### config.mk
export PLATFORM = sky130hd
export DESIGN_NAME = ocf_wave_unit
export DESIGN_NICKNAME = d
export VERILOG_FILES = /design/src/rtl/ocf_pkg.sv /design/src/rtl/ocf_strobe_reg.sv /design/src/rtl/ocf_channel.sv /design/src/rtl/ocf_clear_req.sv /design/src/rtl/ocf_wave_unit.sv
export SDC_FILE = /design/constraint.sdc
export NUM_CORES = 1
export LEC_CHECK = 0
export ABC_AREA = 1
export BUFFER_PORTS_ARGS = -buffer_cell sky130_fd_sc_hd__clkbuf_2
export CAP_MARGIN = 20
export CELL_PAD_IN_SITES_DETAIL_PLACEMENT = 0
export CELL_PAD_IN_SITES_GLOBAL_PLACEMENT = 2
export CORE_ASPECT_RATIO = 0.9
export CORE_MARGIN = 10
export CORE_UTILIZATION = 20
export CTS_CLUSTER_SIZE = 25
export DETAILED_ROUTE_END_ITERATION = 10
export PLACE_DENSITY = 0.84
export SLEW_MARGIN = 20
export SYNTH_ARGS = -nofsm -noshare
export SYNTH_HDL_FRONTEND = slang
export SYNTH_SLANG_ARGS = --single-unit
### constraint.sdc
create_clock -name clk -period 1.35 [get_ports clk]
set_input_delay 0.27 -clock clk [delete_from_list [all_inputs] [get_ports clk]]
set_output_delay 0.27 -clock clk [all_outputs]
set_load 0.02 [all_outputs]
### src/rtl/ocf_pkg.sv
package ocf_pkg;
  typedef enum logic [1:0] {
    COM_HOLD = 2'b00,
    COM_FLIP = 2'b01,
    COM_LOW  = 2'b10,
    COM_HIGH = 2'b11
  } com_e;

  localparam logic [3:0] WM_NORMAL  = 4'd0;
  localparam logic [3:0] WM_CTC_A   = 4'd4;
  localparam logic [3:0] WM_CTC_ALT = 4'd12;

  function automatic logic pin_next(input logic cur, input logic [1:0] com);
    case (com_e'(com))
      COM_FLIP: pin_next = ~cur;
      COM_LOW:  pin_next = 1'b0;
      COM_HIGH: pin_next = 1'b1;
      default:  pin_next = cur;
    endcase
  endfunction

  function automatic logic is_nonpwm(input logic [3:0] mode);
    is_nonpwm = (mode == WM_NORMAL) || (mode == WM_CTC_A) || (mode == WM_CTC_ALT);
  endfunction
endpackage

### src/rtl/ocf_strobe_reg.sv
module ocf_strobe_reg #(
  parameter int NCH    = 3,
  parameter int BYTE_W = 8
) (
  input  logic              bus_wr,
  input  logic [BYTE_W-1:0] bus_wdata,
  input  logic              act_en,
  output logic [NCH-1:0]    force_vec,
  output logic [BYTE_W-1:0] rdata
);
  // Strobes occupy the top bits, channel 0 at the MSB.
  for (genvar i = 0; i < NCH; i++) begin : g_bit
    assign force_vec[i] = bus_wr & act_en & bus_wdata[BYTE_W-1-i];
  end
  // Strobes never hold state; reserved bits read as zero.
  assign rdata = '0;
endmodule

### src/rtl/ocf_channel.sv
module ocf_channel
  import ocf_pkg::*;
#(
  parameter int CNT_W = 16
) (
  input  logic             clk,
  input  logic             rst_n,
  input  logic             tick,
  input  logic [CNT_W-1:0] count,
  input  logic [CNT_W-1:0] cmp,
  input  logic [1:0]       com,
  input  logic             act_en,
  input  logic             force_i,
  output logic             hit_o,
  output logic             pin_o,
  output logic             flag_o
);
  logic act;

  assign hit_o = tick & (count == cmp);
  assign act   = act_en & (hit_o | force_i);

  always_ff @(posedge clk or negedge rst_n) begin
    if (!rst_n) begin
      pin_o  <= 1'b0;
      flag_o <= 1'b0;
    end else begin
      if (act) pin_o <= pin_next(pin_o, com);
      flag_o <= act_en & hit_o;
    end
  end
endmodule

### src/rtl/ocf_clear_req.sv
module ocf_clear_req
  import ocf_pkg::*;
(
  input  logic       clk,
  input  logic       rst_n,
  input  logic       tick,
  input  logic       hit_a,
  input  logic [3:0] mode,
  output logic       clr_o
);
  always_ff @(posedge clk or negedge rst_n) begin
    if (!rst_n)                           clr_o <= 1'b0;
    else if (hit_a && mode == WM_CTC_A)   clr_o <= 1'b1;
    else if (tick)                        clr_o <= 1'b0;
  end
endmodule

### src/rtl/ocf_wave_unit.sv
module ocf_wave_unit
  import ocf_pkg::*;
#(
  parameter int CNT_W  = 16,
  parameter int NCH    = 3,
  parameter int BYTE_W = 8,
  localparam int CMP_W = CNT_W * NCH,
  localparam int COM_W = 2 * NCH
) (
  input  logic              clk,
  input  logic              rst_n,
  input  logic              tmr_tick,
  input  logic [CNT_W-1:0]  tmr_count,
  input  logic [3:0]        wave_mode,
  input  logic [CMP_W-1:0]  cmp_vals,
  input  logic [COM_W-1:0]  out_modes,
  input  logic              bus_wr,
  input  logic [BYTE_W-1:0] bus_wdata,
  output logic [BYTE_W-1:0] bus_rdata,
  output logic [NCH-1:0]    wave_o,
  output logic [NCH-1:0]    match_o,
  output logic              cnt_clr_o
);
  logic           act_en;
  logic [NCH-1:0] force_vec;
  logic [NCH-1:0] hit_vec;

  assign act_en = is_nonpwm(wave_mode);

  ocf_strobe_reg #(.NCH(NCH), .BYTE_W(BYTE_W)) u_strobe (
    .bus_wr   (bus_wr),
    .bus_wdata(bus_wdata),
    .act_en   (act_en),
    .force_vec(force_vec),
    .rdata    (bus_rdata)
  );

  for (genvar i = 0; i < NCH; i++) begin : g_ch
    ocf_channel #(.CNT_W(CNT_W)) u_ch (
      .clk    (clk),
      .rst_n  (rst_n),
      .tick   (tmr_tick),
      .count  (tmr_count),
      .cmp    (cmp_vals[i*CNT_W +: CNT_W]),
      .com    (out_modes[2*i +: 2]),
      .act_en (act_en),
      .force_i(force_vec[i]),
      .hit_o  (hit_vec[i]),
      .pin_o  (wave_o[i]),
      .flag_o (match_o[i])
    );
  end

  ocf_clear_req u_clr (
    .clk  (clk),
    .rst_n(rst_n),
    .tick (tmr_tick),
    .hit_a(hit_vec[0]),
    .mode (wave_mode),
    .clr_o(cnt_clr_o)
  );
endmodule

==> flow_metrics.env, run 1 <==
export IMPL_dieArea_mm2=0.0120
export IMPL_hp_class="primary input to flip-flop"
export IMPL_finalNetCount=517
export IMPL_clkTransAtPathRegs_ns=0.04
export IMPL_yosysWarnings=0
export IMPL_period_minus_slack_ns=1.17
export IMPL_cp_common_cell="nand2_1"
export IMPL_cpMaxStageDelayCell="buf_4"
export IMPL_p_int_mw=0.714
export IMPL_num_io_pins=101
export IMPL_finalPower_mw=1.18
export IMPL_swShare=0.397
export IMPL_synthToLayoutAreaGrowth_pct=46.4
export IMPL_rsz0062_at_grt="false"
export IMPL_drc=0
export IMPL_gp_congestion=0.863
export IMPL_synth_top_flop_cell="dfrtp_1"
export IMPL_cts_tree="built"
export IMPL_max_freq_mhz=854
export IMPL_cts_buffers=3
export IMPL_p_switching_mw=0.470
export IMPL_ys_ff_latch=7
export IMPL_clock_skew_ns=0
export IMPL_grt_start_max_net_pins=8
export IMPL_routedWlPerCell_um=13.0
export IMPL_cp_arrival_ns=1.29
export IMPL_numPortBuffers=87
export IMPL_yosysSeqAreaShare=0.109
export IMPL_die_width_um=114
export IMPL_crit_path_start_kind="primary input"
export IMPL_yosys_area_top_type="nand2_1"
export IMPL_leakagePower_nw=1.46
export IMPL_grt_pass1_vias=2345
export IMPL_cts_max_level=1
export IMPL_grt_pass1_wl_um=11000
export IMPL_crit_type="primary input to flip-flop"
export IMPL_path_cells="clkbuf_2, buf_4, nand2_1, nand2_1, nor2_1, nand2_1, nor2_1, nand3_1, nand2_1, nand2_1, nand2_1, nand2_1"
export IMPL_grt_use_total=0.111
export IMPL_wl_um=6820
export IMPL_initial_core_util=0.209
export IMPL_cpLargestDelayFamily="simple AND/OR/NAND/NOR gates"
export IMPL_dpl_hpwl_um=6340
export IMPL_syn_avg_cell_area_um2=5.00
export IMPL_crit_path_end_kind="flip-flop"
export IMPL_worstPathMaxFanout=3
export IMPL_finalHoldWorstSlack_ns=0.334
export IMPL_ys_types=24
export IMPL_worst_slack_ns=0.179
export IMPL_status="complete, no violations"
export IMPL_cts_root_buffer="clkbuf_8"
export IMPL_p_comb_frac=0.547
export IMPL_diodes=0
export IMPL_power_share_clock=0.248
export IMPL_irDropWorstVdd_mv=0.177
export IMPL_maxCapViolCount=0
export IMPL_cts_sinks=7
export IMPL_worstPathRequired_ns=1.47
export IMPL_drtPass1Iterations=4
export IMPL_yosysTopAreaCellShare=0.267
export IMPL_clk_latency_ns=0.22
export IMPL_p_seq_frac=0.205
export IMPL_synthCells=320
export IMPL_setup_violations=0
export IMPL_critPathBufInv=2
export IMPL_rows=30
export IMPL_fin_cells=526
export IMPL_die_y_um=105
export IMPL_cts_buffer_depth=2
export IMPL_post_drt_via_cell_ratio=4.06
export IMPL_timing_final_crit_share=0.867
export IMPL_synth_edf_count=0
export IMPL_p_per_area_mw_per_mm2=505
export IMPL_post_place_cells=521
export IMPL_async_reset_ff_frac=1.00
export IMPL_drive_gt1_frac=0.305
export IMPL_slowest_delay_ns=0.13
export IMPL_hold_violations=0
export IMPL_pre_cts_ws_ns=-0.0867
export IMPL_slew_violations=0
export IMPL_drtIter0Drc=91
export IMPL_ant_nets=0
export IMPL_syn_area_mm2=0.00160
export IMPL_gr_total_overflow=0
export IMPL_core_area_mm2=0.00766
export IMPL_via_count=2133
export IMPL_synth_top_cells_by_area="nand2_1 27%, inv_1 12%, dfrtp_1 11%"
export IMPL_antenna_found_initial=0
synthesized netlist by cell type (2+ instances only):
cell,count
xnor2_1,7
xor2_1,5
inv_1,51
nand2_1,114
a21oi_1,2
nor2_2,2
nor2_1,46
nand4_1,10
o21ai_0,12
nand3_1,18
nand3b_1,4
or2_2,4
buf_4,14
inv_2,5
nor3_1,8
nand2_2,3
o2111ai_1,2
dfrtp_1,7
final timing paths:
path	start	to	slack (ns)	cells after the start
worst min-delay path	wave_mode[2]	u_clr.clr_o	0.33	3
min in group asynchronous	rst_n	g_ch[2].u_ch.pin_o	0.42	2
worst max register to register	g_ch[2].u_ch.pin_o	g_ch[2].u_ch.pin_o	0.55	3
worst max-delay path	tmr_count[5]	g_ch[2].u_ch.pin_o	0.18	12
worst min register to register	u_clr.clr_o	u_clr.clr_o	0.48	2
max in group asynchronous	rst_n	u_clr.clr_o	0.76	2
power groups by stage:
stage | logic (mW) | clock network, mW | registers (mW)
2_1_floorplan | 0.369 | 0 | 0.242
3_3_place_gp | 0.643 | 0 | 0.244
3_5_place_dp | 0.645 | 0 | 0.245
4_1_cts | 0.650 | 0.305 | 0.242
5_1_grt | 0.737 | 0.316 | 0.245
6_report | 0.647 | 0.293 | 0.243
state kept, by name, summed over array words and instances, names as in the netlist:
name,cells
g_ch.u_ch.pin_o,3
g_ch.u_ch.flag_o,3
u_clr.clr_o,1
cell families (layout without fill, tap and decap cells):
kind of cell	after synthesis	in the layout	share of synthesized area
buffers and inverters	70	173	0.197
other	1	8	0.00234
and+or+nand+nor	212	212	0.562
AOI/OAI and AO/OA	18	18	0.0633
xor gates and xnor gates	12	12	0.0657
DFF	7	7	0.109
what timing repair did:
item | CTS | global route
hold buffers | 1 | 0
resized for setup | 0 | 2
setup endpoints to repair | 0 | 1
setup buffers | 0 | 0
hold endpoints to repair | 7 | 0
cells in the final DEF (no fill, tap or decap):
cell type and instances:
nand3_1 18, clkbuf_8 3, nand3b_1 4, nor3b_1 1
nor4_1 1, o21ai_0 12, conb_1 8, or2_2 4
inv_1 51, nor2_2 3, dlygate4sd3_1 1, clkbuf_1 1
xnor2_1 7, o21ai_1 1, dfrtp_1 7, nor3_1 8
nand2_1 114, inv_2 5, buf_12 1, nor2_1 45
clkbuf_2 87, xor2_1 5, nand2_2 3, buf_4 24
or2_1 1, a21oi_1 2, o21ai_4 1, nand4_1 10
o2111ai_1 2
layer usage:
layer | up-vias | wire [um] | track usage
met1 | 889 | 3020 | 0.133
li1 | 1184 | - | -
met3 | 0 | 546 | 0.0326
met2 | 60 | 3250 | 0.196
met4 | 0 | 0 | 0.00805
met5 | - | 0 | 0
final cells by class:
| cell class | count | area [um2] |
|---|---|---|
| multi-input combinational | 250 | 1150 |
| inverter | 56 | 210 |
| clock buffer | 4 | 45.0 |
| fill | 935 | 5320 |
| sequential | 7 | 175 |
| timing repair buffer | 113 | 646 |
| tap | 96 | 120 |
stage by stage:
stage / util / instance area, um2 / TNS, ns
5_1_grt: 0.306 / 2340 / 0
3_5_place_dp: 0.297 / 2280 / -0.235
3_3_place_gp: 0.297 / 2280 / -0.177
6_report: 0.306 / 2340 / 0
4_1_cts: 0.305 / 2330 / 0
2_1_floorplan: - / 1630 / 0
worst reg2reg max path: stages, from the launching register on:
cell and delay, ns:
dfrtp_1 0.38, o21ai_0 0.19, nand3_1 0.10, nand2_1 0.07
No activity file was read; power rests on OpenSTA's default activity.
==> inputs of run 2 (changes only) <==
CORE_UTILIZATION = 17   (was 20)
PLACE_DENSITY = 0.76   (was 0.84)
clock period = 1 ns   (was 1.35 ns; I/O delays follow)
==> run 2 against run 1 <==
Against the previous run: routed wire length increased by 20%; cell count increased by 12%; non-clock buffer count increased by 35; final area increased by 36%; sequential share of layout area decreased by 2.0 points; sequential cell count unchanged.
==> flow_metrics.env, run 2 (synthesis results as in run 1) <==
export IMPL_synthToLayoutAreaGrowth_pct=99.3
export IMPL_num_io_pins=101
export IMPL_place_area_mm2=0.00248
export IMPL_design_area_mm2=0.00319
export IMPL_p_per_area_mw_per_mm2=636
export IMPL_fill_cells=1041
export IMPL_gp_congestion=0.900
export IMPL_post_drt_via_cell_ratio=4.07
export IMPL_clkTransAtPathRegs_ns=0.05
export IMPL_fin_cells=587
export IMPL_slowest_delay_ns=0.12
export IMPL_grt_start_max_net_pins=8
export IMPL_cts_tree="built"
export IMPL_irDropWorstVdd_mv=0.370
export IMPL_cts_buffers=3
export IMPL_drc=0
export IMPL_timing_final_crit_share=0.999
export IMPL_crit_path_start_kind="primary input"
export IMPL_cpMaxStageDelayCell="nor2_4"
export IMPL_cp_arrival_ns=1.12
export IMPL_post_place_cells=570
export IMPL_r2r_cells=4
export IMPL_cp_common_cell="nand2_1"
export IMPL_hp_class="primary input to flip-flop"
export IMPL_crit_type="primary input to flip-flop"
export IMPL_gr_total_overflow=0
export IMPL_reg2reg_setup_slack_ns=0.10
export IMPL_worstPathMaxFanout=4
export IMPL_top_regs="g_ch.u_ch.flag_o (3), g_ch.u_ch.pin_o (3), u_clr.clr_o (1)"
export IMPL_core_area_mm2=0.00917
export IMPL_dieArea_mm2=0.0137
export IMPL_initial_core_util=0.175
export IMPL_grt_pass1_vias=2486
export IMPL_via_count=2389
export IMPL_cts_max_level=1
export IMPL_grt_pass1_wl_um=12600
export IMPL_ant_nets=0
export IMPL_leakagePower_nw=1.78
export IMPL_finalNetCount=552
export IMPL_period_minus_slack_ns=0.999
export IMPL_dpl_hpwl_um=7250
export IMPL_die_y_um=112
export IMPL_startpoint="wave_mode[1]"
export IMPL_finalPower_mw=2.03
export IMPL_rsz0062_at_grt="true"
export IMPL_cts_sinks=7
export IMPL_numPortBuffers=87
export IMPL_status="complete, no violations"
export IMPL_clock_skew_ns=0
export IMPL_wl_um=8180
export IMPL_antenna_found_initial=0
export IMPL_setup_tns_ns=0
export IMPL_routedWlPerCell_um=13.9
export IMPL_slew_violations=0
export IMPL_layout_commonest_cell="nand2_1"
export IMPL_worst_r2r_endpoint="g_ch[0].u_ch.pin_o"
export IMPL_cts_buffer_depth=2
export IMPL_setup_violations=0
export IMPL_endpoint="g_ch[2].u_ch.pin_o"
export IMPL_timing_rr_start="g_ch[0].u_ch.pin_o"
export IMPL_path_cells="buf_6, nor2_4, o21ai_4, nor2_1, nand2_1, nor2_2, nand3_2, nand2_2, nand2_2, nand2_1, nand2_1"
export IMPL_maxCapViolCount=0
export IMPL_drive_gt1_frac=0.497
export IMPL_worstPathRequired_ns=1.12
export IMPL_grt_use_total=0.115
export IMPL_diodes=0
export IMPL_hold_violations=0
export IMPL_cts_root_buffer="clkbuf_8"
export IMPL_max_freq_mhz=1000
export IMPL_crit_path_end_kind="flip-flop"
export IMPL_clk_latency_ns=0.23
export IMPL_drtIter0Drc=72
export IMPL_layout_common_cells="89 x nand2_1, 60 x buf_4, 58 x clkbuf_2"
export IMPL_die_width_um=122
export IMPL_rows=33
export IMPL_drtPass1Iterations=4
## run 2: how the worst min path moves through the flow
stage | startpoint | to | cells past startpoint
after floorplan | rst_n | g_ch[0].u_ch.flag_o | 0
after global placement | rst_n | g_ch[1].u_ch.pin_o | 1
after detailed placement | rst_n | g_ch[1].u_ch.pin_o | 1
after CTS | wave_mode[2] | u_clr.clr_o | 3
after global routing | wave_mode[2] | u_clr.clr_o | 3
final | wave_mode[2] | u_clr.clr_o | 3
## run 2: through the flow
step	hold slack (ns)	util	setup slack (ns)
2_1_floorplan	-0.0956	-	0.0115
3_3_place_gp	0.0667	0.270	-0.381
3_5_place_dp	0.0673	0.270	-0.369
4_1_cts	0.248	0.312	-0.0304
5_1_grt	0.253	0.348	-0.0921
6_report	0.267	0.348	0.000569
## run 2: cell type report
| cell class | instances | area (um2) | area share |
|---|---|---|---|
| multi-input combinational | 250 | 1410 | 0.443 |
| tap | 122 | 153 | 0.0479 |
| timing repair buffer | 148 | 1150 | 0.361 |
| sequential | 7 | 175 | 0.0549 |
| inverter | 56 | 250 | 0.0785 |
| clock buffer | 4 | 45.0 | 0.0141 |
## run 2: critical path: cells and delay by family
family                 cells  cell delay (ns)
buffers and inverters      1             0.09
AND/OR/NAND/NOR            9             0.72
AO/OA/AOI/OAI              1             0.09
## run 2: power by group
part	switching, mW	leakage, nW	internal (mW)
registers	0.0146	0.0904	0.309
logic	0.636	1.66	0.648
clock network	0.142	0.0228	0.278
total	0.794	1.78	1.23
## run 2: what timing repair did
item,4_1_cts,5_1_grt
gates resized for setup,62,95
setup buffers,5,7
endpoints found under the hold margin,7,0
hold buffers,1,0
endpoints found under the setup margin,6,10
pin swaps,33,51
## run 2: per-layer routing
metal,share of wire,GRT usage
met1,0.44,0.144
met2,0.49,0.198
met3,0.064,0.0326
met4,0.0055,0.00942
met5,0,0
